===== config.mk =====
export PLATFORM = sky130hd
export DESIGN_NAME = sct_top
export DESIGN_NICKNAME = d
export VERILOG_FILES = /design/src/rtl/sct_pkg.sv /design/src/rtl/sct_linebuf.sv /design/src/rtl/sct_window.sv /design/src/rtl/sct_compare.sv /design/src/rtl/sct_top.sv
export SDC_FILE = /design/constraint.sdc
export NUM_CORES = 2
export LEC_CHECK = 0
export BUFFER_PORTS_ARGS = -buffer_cell sky130_fd_sc_hd__clkbuf_2
export CORE_MARGIN = 3
export CORE_UTILIZATION = 58
export DETAILED_ROUTE_END_ITERATION = 16
export PLACE_DENSITY = 0.75
export SLEW_MARGIN = 20
export SYNTH_ARGS = -nofsm -noshare
export SYNTH_HDL_FRONTEND = slang
export SYNTH_HIERARCHICAL = 1
export SYNTH_SLANG_ARGS = --single-unit

===== constraint.sdc =====
create_clock -name clk -period 6.9 [get_ports clk]
set_input_delay 2.07 -clock clk [delete_from_list [all_inputs] [get_ports clk]]
set_output_delay 2.07 -clock clk [all_outputs]
set_load 0.05 [all_outputs]

===== src/rtl/sct_pkg.sv =====
package sct_pkg;
    localparam int PIX_W  = 8;            // pixel width
    localparam int SIG_W  = 7;            // compared neighbours per signature
    localparam int MARGIN = 2;            // half window span
    localparam int TAPS   = 2 * MARGIN + 1;
    localparam int HIST   = 2 * MARGIN;   // rows above current kept per column

    typedef logic [PIX_W-1:0]            pix_t;
    typedef logic [HIST-1:0][PIX_W-1:0]  lbword_t;  // [0] = one row above
    typedef logic [TAPS-1:0][PIX_W-1:0]  wrow_t;    // [0] = newest column
    typedef logic [SIG_W-1:0][PIX_W-1:0] nbr_t;
endpackage


===== src/rtl/sct_linebuf.sv =====
module sct_linebuf
    import sct_pkg::*;
#(
    parameter int WIDTH = 64,
    localparam int CW = (WIDTH > 1) ? $clog2(WIDTH) : 1
) (
    input  logic          clk,
    input  logic          rst_n,
    input  logic          wr_en,
    input  logic [CW-1:0] col,
    input  pix_t          pix_in,
    output pix_t          up_near,   // MARGIN rows above
    output pix_t          up_far     // HIST rows above
);
    lbword_t [WIDTH-1:0] mem_d, mem_q;
    lbword_t             rd_word;

    assign rd_word = mem_q[col];
    assign up_near = rd_word[MARGIN-1];
    assign up_far  = rd_word[HIST-1];

    // the column word is rebuilt in full and written back in one go
    always_comb begin
        mem_d = mem_q;
        if (wr_en) begin
            mem_d[col] = {rd_word[HIST-2:0], pix_in};
        end
    end

    always_ff @(posedge clk or negedge rst_n) begin
        if (!rst_n) begin
            mem_q <= '0;
        end else begin
            mem_q <= mem_d;
        end
    end
endmodule


===== src/rtl/sct_window.sv =====
module sct_window
    import sct_pkg::*;
(
    input  logic clk,
    input  logic rst_n,
    input  logic shift,
    input  pix_t col_top,
    input  pix_t col_mid,
    input  pix_t col_bot,
    output nbr_t nbr_nxt,
    output pix_t ctr_nxt
);
    typedef struct packed {
        wrow_t                        top;
        wrow_t                        bot;
        logic [MARGIN-1:0][PIX_W-1:0] near;  // centre row, right of centre
        pix_t                         ctr;   // dedicated centre register
        logic [MARGIN-1:0][PIX_W-1:0] far;   // centre row, left of centre
    } win_s;

    win_s win_d, win_q;

    always_comb begin
        win_d = win_q;
        if (shift) begin
            win_d.top[0]  = col_top;
            win_d.bot[0]  = col_bot;
            win_d.near[0] = col_mid;
            win_d.ctr     = win_q.near[MARGIN-1];
            win_d.far[0]  = win_q.ctr;
            for (int i = 1; i < TAPS; i++) begin
                win_d.top[i] = win_q.top[i-1];
                win_d.bot[i] = win_q.bot[i-1];
            end
            for (int i = 1; i < MARGIN; i++) begin
                win_d.near[i] = win_q.near[i-1];
                win_d.far[i]  = win_q.far[i-1];
            end
        end
    end

    // sampled neighbours in signature bit order
    assign nbr_nxt[0] = win_d.top[TAPS-1];
    assign nbr_nxt[1] = win_d.top[MARGIN];
    assign nbr_nxt[2] = win_d.top[0];
    assign nbr_nxt[3] = win_d.far[MARGIN-1];
    assign nbr_nxt[4] = win_d.near[0];
    assign nbr_nxt[5] = win_d.bot[TAPS-1];
    assign nbr_nxt[6] = win_d.bot[0];
    assign ctr_nxt    = win_d.ctr;

    always_ff @(posedge clk or negedge rst_n) begin
        if (!rst_n) begin
            win_q <= '0;
        end else begin
            win_q <= win_d;
        end
    end
endmodule


===== src/rtl/sct_compare.sv =====
module sct_compare
    import sct_pkg::*;
(
    input  nbr_t             nbr,
    input  pix_t             ctr,
    output logic [SIG_W-1:0] bits
);
    for (genvar g = 0; g < SIG_W; g++) begin : g_cmp
        assign bits[g] = (nbr[g] < ctr);
    end
endmodule


===== src/rtl/sct_top.sv =====
module sct_top
    import sct_pkg::*;
#(
    parameter int WIDTH  = 64,
    parameter int HEIGHT = 16
) (
    input  logic             clk,
    input  logic             rst_n,
    input  logic             pix_valid,
    output logic             pix_ready,
    input  logic [PIX_W-1:0] pix_data,
    output logic             sig_valid,
    output logic [SIG_W-1:0] sig_bits,
    output logic             sig_edge
);
    localparam int CW = (WIDTH > 1) ? $clog2(WIDTH) : 1;
    localparam int RW = (HEIGHT > 1) ? $clog2(HEIGHT) : 1;

    typedef struct packed {
        logic [CW-1:0]    col;
        logic [RW-1:0]    row;
        logic             primed;
        logic             ready;
        logic             ov;
        logic [SIG_W-1:0] obits;
        logic             oedge;
    } top_s;

    top_s st_d, st_q;

    logic             accept;
    pix_t             up_near, up_far, ctr_nxt;
    nbr_t             nbr_nxt;
    logic [SIG_W-1:0] cmp_bits;

    assign accept = pix_valid & st_q.ready;

    sct_linebuf #(.WIDTH(WIDTH)) i_linebuf (
        .clk     (clk),
        .rst_n   (rst_n),
        .wr_en   (accept),
        .col     (st_q.col),
        .pix_in  (pix_data),
        .up_near (up_near),
        .up_far  (up_far)
    );

    sct_window i_window (
        .clk     (clk),
        .rst_n   (rst_n),
        .shift   (accept),
        .col_top (up_far),
        .col_mid (up_near),
        .col_bot (pix_data),
        .nbr_nxt (nbr_nxt),
        .ctr_nxt (ctr_nxt)
    );

    sct_compare i_compare (
        .nbr  (nbr_nxt),
        .ctr  (ctr_nxt),
        .bits (cmp_bits)
    );

    always_comb begin
        int rr, crow, ccol;
        logic border;
        st_d = st_q;
        st_d.ready = 1'b1;
        st_d.ov    = 1'b0;

        // centre lags the incoming pixel by MARGIN rows and MARGIN columns
        if (int'(st_q.col) >= MARGIN) begin
            rr   = int'(st_q.row);
            ccol = int'(st_q.col) - MARGIN;
        end else begin
            rr   = (st_q.row == '0) ? HEIGHT - 1 : int'(st_q.row) - 1;
            ccol = int'(st_q.col) + WIDTH - MARGIN;
        end
        crow = (rr >= MARGIN) ? rr - MARGIN : rr + HEIGHT - MARGIN;
        border = (crow < MARGIN) || (crow >= HEIGHT - MARGIN) ||
                 (ccol < MARGIN) || (ccol >= WIDTH - MARGIN);

        if (accept) begin
            if (st_q.col == CW'(WIDTH - 1)) begin
                st_d.col = '0;
                st_d.row = (st_q.row == RW'(HEIGHT - 1)) ? '0 : st_q.row + 1'b1;
            end else begin
                st_d.col = st_q.col + 1'b1;
            end
            st_d.ov = st_q.primed ||
                      ((int'(st_q.row) == MARGIN) && (int'(st_q.col) == MARGIN));
            st_d.primed = st_d.ov;
            if (st_d.ov) begin
                st_d.obits = cmp_bits;
                st_d.oedge = border;
            end
        end
    end

    always_ff @(posedge clk or negedge rst_n) begin
        if (!rst_n) begin
            st_q <= '0;
        end else begin
            st_q <= st_d;
        end
    end

    assign pix_ready = st_q.ready;
    assign sig_valid = st_q.ov;
    assign sig_bits  = st_q.obits;
    assign sig_edge  = st_q.oedge;
endmodule


==> summary.md <==
| Metric | Value |
|---|---|
| Die Area | about 170000 um^2 |
| Synth warnings | 6 |
| Commonest non-fill, non-tap cells in the layout | 2186 x dfrtp_1, 1252 x nand2_1, 1136 x o21ai_0 |
| Met1 wire length | roughly 110000 um |
| Largest stage delay, worst path | 0.83 ns |
| Cts bufs inserted | approximately 220 |
| Nets | about 8900 |
| Die height | around 420 um |
| Core Region | around 170000 um^2 |
| Initial core utilization | 58.6% |
| CTS tree | done |
| Number of distinct library cells after synthesis | 85 |
| Critical path launch point type | flop |
| R2r worst-path depth | 12 |
| Reg-to-Reg End | sig_bits[2]$_DFFE_PN0P_ |
| Hold Crit Class | flop to flop |
| Final hold slack | 0.473 ns |
| # setup viols final | 0 |
| Site Rows | 150 |
| Synthesized instance count | 9151 |
| #FFs+latches synth | between 2000 and 2500 |
| Final Skew | approximately 0.053 ns |
| Total number of vias | around 74000 |
| Worst path required time | slightly below 8 ns |
| Sequential fraction of the synthesis area | between 50% and 60% |
| Final period util | 77.1% |
| Wire per inst | around 27 um |
| Crit path max-delay family | compound AO/OA/AOI/OAI gates |
| Final Hold Viols | 0 |
| FF-to-FF setup slack | around 1.6 ns |
| Ports | 21 |
| Pleak | 48.8 nW |
| Global Route Usage Sum | approximately a third |
| Peak VDD IR | roughly 0.42 mV |
| Syn Area/Cell | around 11 um^2 |
| CP cell instances | buf_4 > inv_2 > a221oi_1 > a2bb2oi_1 > o22ai_1 > or4_1 > mux2_2 > ha_1 > a21o_1 > a221oi_2 > o21a_1 > mux2_2 |
| Synth Area in Adders | 0.916% |
| Xor/xnor share of the synthesized area | 0.0891% |
| EDFF count, synth | 0 |
| Non-filler cells in the finished layout | 11200 |
| DR vias/cell | 6.61 |
| Most common cell after layout, fill and taps aside | dfrtp_1 |
| Worst slew pin tran | 1.20 ns |
| Setup TNS | 0 ns |
| Data arrival time at the worst-slack endpoint | 6.12 ns |
| Crit path depth | 12 |
| Post-synthesis cell area | 98300 um^2 |
| Largest net degree at the start of global routing | 176 |
| DR top layer | met5 |
| Met3 wire len | between 30000 and 40000 um |
| Max Cap Viol | 0 |
| CP bufs+invs | 2 |
| DRT Wirelength | between 200000 and 300000 um |
| Most numerous cell on the critical path | mux2_2 |
| Global route overflow | 0 |
| Met2 Wirelength | about 130000 um |
| Hold buffers post-CTS | 0 |
| Share of cells above drive strength 1 | 17.8% |
| Minimum clock period | 5.32 ns |
| Worst Hold Launch | i_linebuf/mem_q[1939]$_DFFE_PN0P_ |
| Critical path fanouts, max | 50 |
| I/O Buffers | 20 |
| Critical path type | flop to flop |
| RR Startpoint | st_q[16]$_DFFE_PN0P_ |
| Main combinational cell family by area after synthesis | compound AO/OA/AOI/OAI gates |
| Mapped Nets | roughly 9200 |
| Initial antenna violation count | 33 |
| # H-tree levels | 4 |
| End of the critical path | sig_bits[2]$_DFFE_PN0P_ |
| DRC viols | 0 |
| TritonRoute pass-1 iters | 6 |
| CP startpoint | st_q[16]$_DFFE_PN0P_ |
| PwrDens | 419 nW/um^2 |
| Compound-gate portion of the synthesized area | 16.0% |
| Postcts setup bufs | 0 |
| Mux contribution to synthesized area | between 10% and 20% |
| Global-route wire length before repair | approximately 460000 um |
| Top_reg_cell synth | dfrtp_1 |
| RSZ-0062 raised after global routing | no |
| Simple-Gate Fraction of Synth Area | approximately 8.9% |
| Drt initial violations | 9264 |
| Setup crit end kind | flop |
| Die width | about 420 um |
| Pre-CTS WS | approximately 1.5 ns |
| Filler cells | 12700 |
| Clk Latency, worst-skew pair | 0.87 ns |
| Clock sink count | around 2200 |
| Asr flop ratio synth | between 90% and 100% |
| Critical Path Slowest Stage Cell | dfrtp_4 |
| Fmax | about 190 MHz |
| CTS root buf | clkbuf_16 |
| PnR worst setup slack | 1.58 ns |
| Post-CTS resize count | 0 |
| Rel. slew slack | 19.4% |
| Vias in the first global route | 73100 |
| Slew Limit Fails | 0 |
| Longest Clk Path Bufs | 3 |
| Routability cong. | between 0.9 and 1 |
| Run status | completed |
| Layout area overhead | 8.79% |
| Finished Core Util | around 64% |
| Post-DRT Antenna Nets | 0 |
| Inst Count DP | 10800 |
| DPL Wire Length | 183000 um |
| Clock transition at the registers of the reported paths | 0.07 ns |
==> flip-flops by register name, indices dropped and copies added, names as in the netlist <==
| register | count |
|---|---|
| i_linebuf/mem_q | 2048 |
| i_window/win_q | 120 |
| pix_ready | 1 |
| sig_bits | 7 |
| sig_edge | 1 |
| sig_valid | 1 |
| st_q | 11 |
==> cell type report <==
class                           count  area (um^2)  area share [%]
Timing Repair Buffer              343         2970            2.77
Antenna cell                       17         42.5          0.0398
Clock buffer                      347         6570            6.14
Multi-Input combinational cell   5959        39100            36.5
Sequential cell                  2189        54800            51.2
Clock inverter                     50          571           0.533
Tap cell                         2204         2760            2.58
Inverter                           56          220           0.206
==> tightest hold or removal path, stage by stage, from the launching register on <==
cell and delay (ns):
dfrtp_1 0.34, nand2_1 0.04, o21ai_0 0.06
==> logic make-up (layout without fill, tap and decap cells) <==
| kind of cell | Yosys count | in the layout |
|---|---|---|
| flip-flops | 2189 | 2189 |
| buffers and inverters | 1003 | 796 |
| multiplexers | 1146 | 1146 |
| AO/OA/AOI/OAI | 2610 | 2610 |
| XOR/XNOR | 10 | 10 |
| AND/OR/NAND/NOR | 2120 | 2120 |
| adder cells (fa/ha/maj) | 72 | 72 |
| other | 1 | 18 |
==> worst min-delay path by stage <==
stage,to,slack [ns],cells past startpoint
floorplan,st_q[10]$_DFFE_PN0P_,0.44,2
global placement,st_q[10]$_DFFE_PN0P_,0.45,2
detailed placement,i_linebuf/mem_q[1940]$_DFFE_PN0P_,0.46,2
CTS,i_linebuf/mem_q[1941]$_DFFE_PN0P_,0.48,2
global route,i_linebuf/mem_q[314]$_DFFE_PN0P_,0.49,2
finish,i_linebuf/mem_q[1939]$_DFFE_PN0P_,0.47,2
==> through the flow <==
step / cell area (um^2) / power (mW)
after global placement: 99800 / 32.0
final: 107000 / 44.8
after detailed placement: 99800 / 32.4
after global routing: 107000 / 46.3
after floorplan: 98300 / 26.3
after CTS: 107000 / 44.2
==> metal layers <==
layer  vias up  GRT usage [%]
met5         -              0
met4        10           19.6
met3       952           10.2
met2      4153           51.0
met1     37100           45.1
li1      31600              -
==> Yosys cell counts (32+ instances only) <==
library cell	n	area, um^2
a21oi_1	589	2950
a221oi_1	308	2700
a22o_1	32	280
a22oi_1	46	345
a31oi_1	37	231
buf_2	337	1690
buf_4	89	668
buf_6	51	574
clkbuf_1	419	1570
dfrtp_1	2189	54800
ha_1	72	901
inv_1	52	195
mux2_2	676	7610
mux2i_1	402	4020
mux4_2	68	1530
nand2_1	1297	4870
nand3_1	57	285
nor2_1	589	2210
o21ai_0	1141	5710
o21ai_1	71	355
o22a_1	101	885
o22ai_1	106	663
==> power breakdown <==
part	leakage [nW]	switching [mW]	internal [mW]
sequential	29.9	1.24	14.9
clock	3.53	5.05	6.71
combinational	15.3	12.1	4.77
total	48.8	18.4	26.4
(Power assumes the default switching activity.)
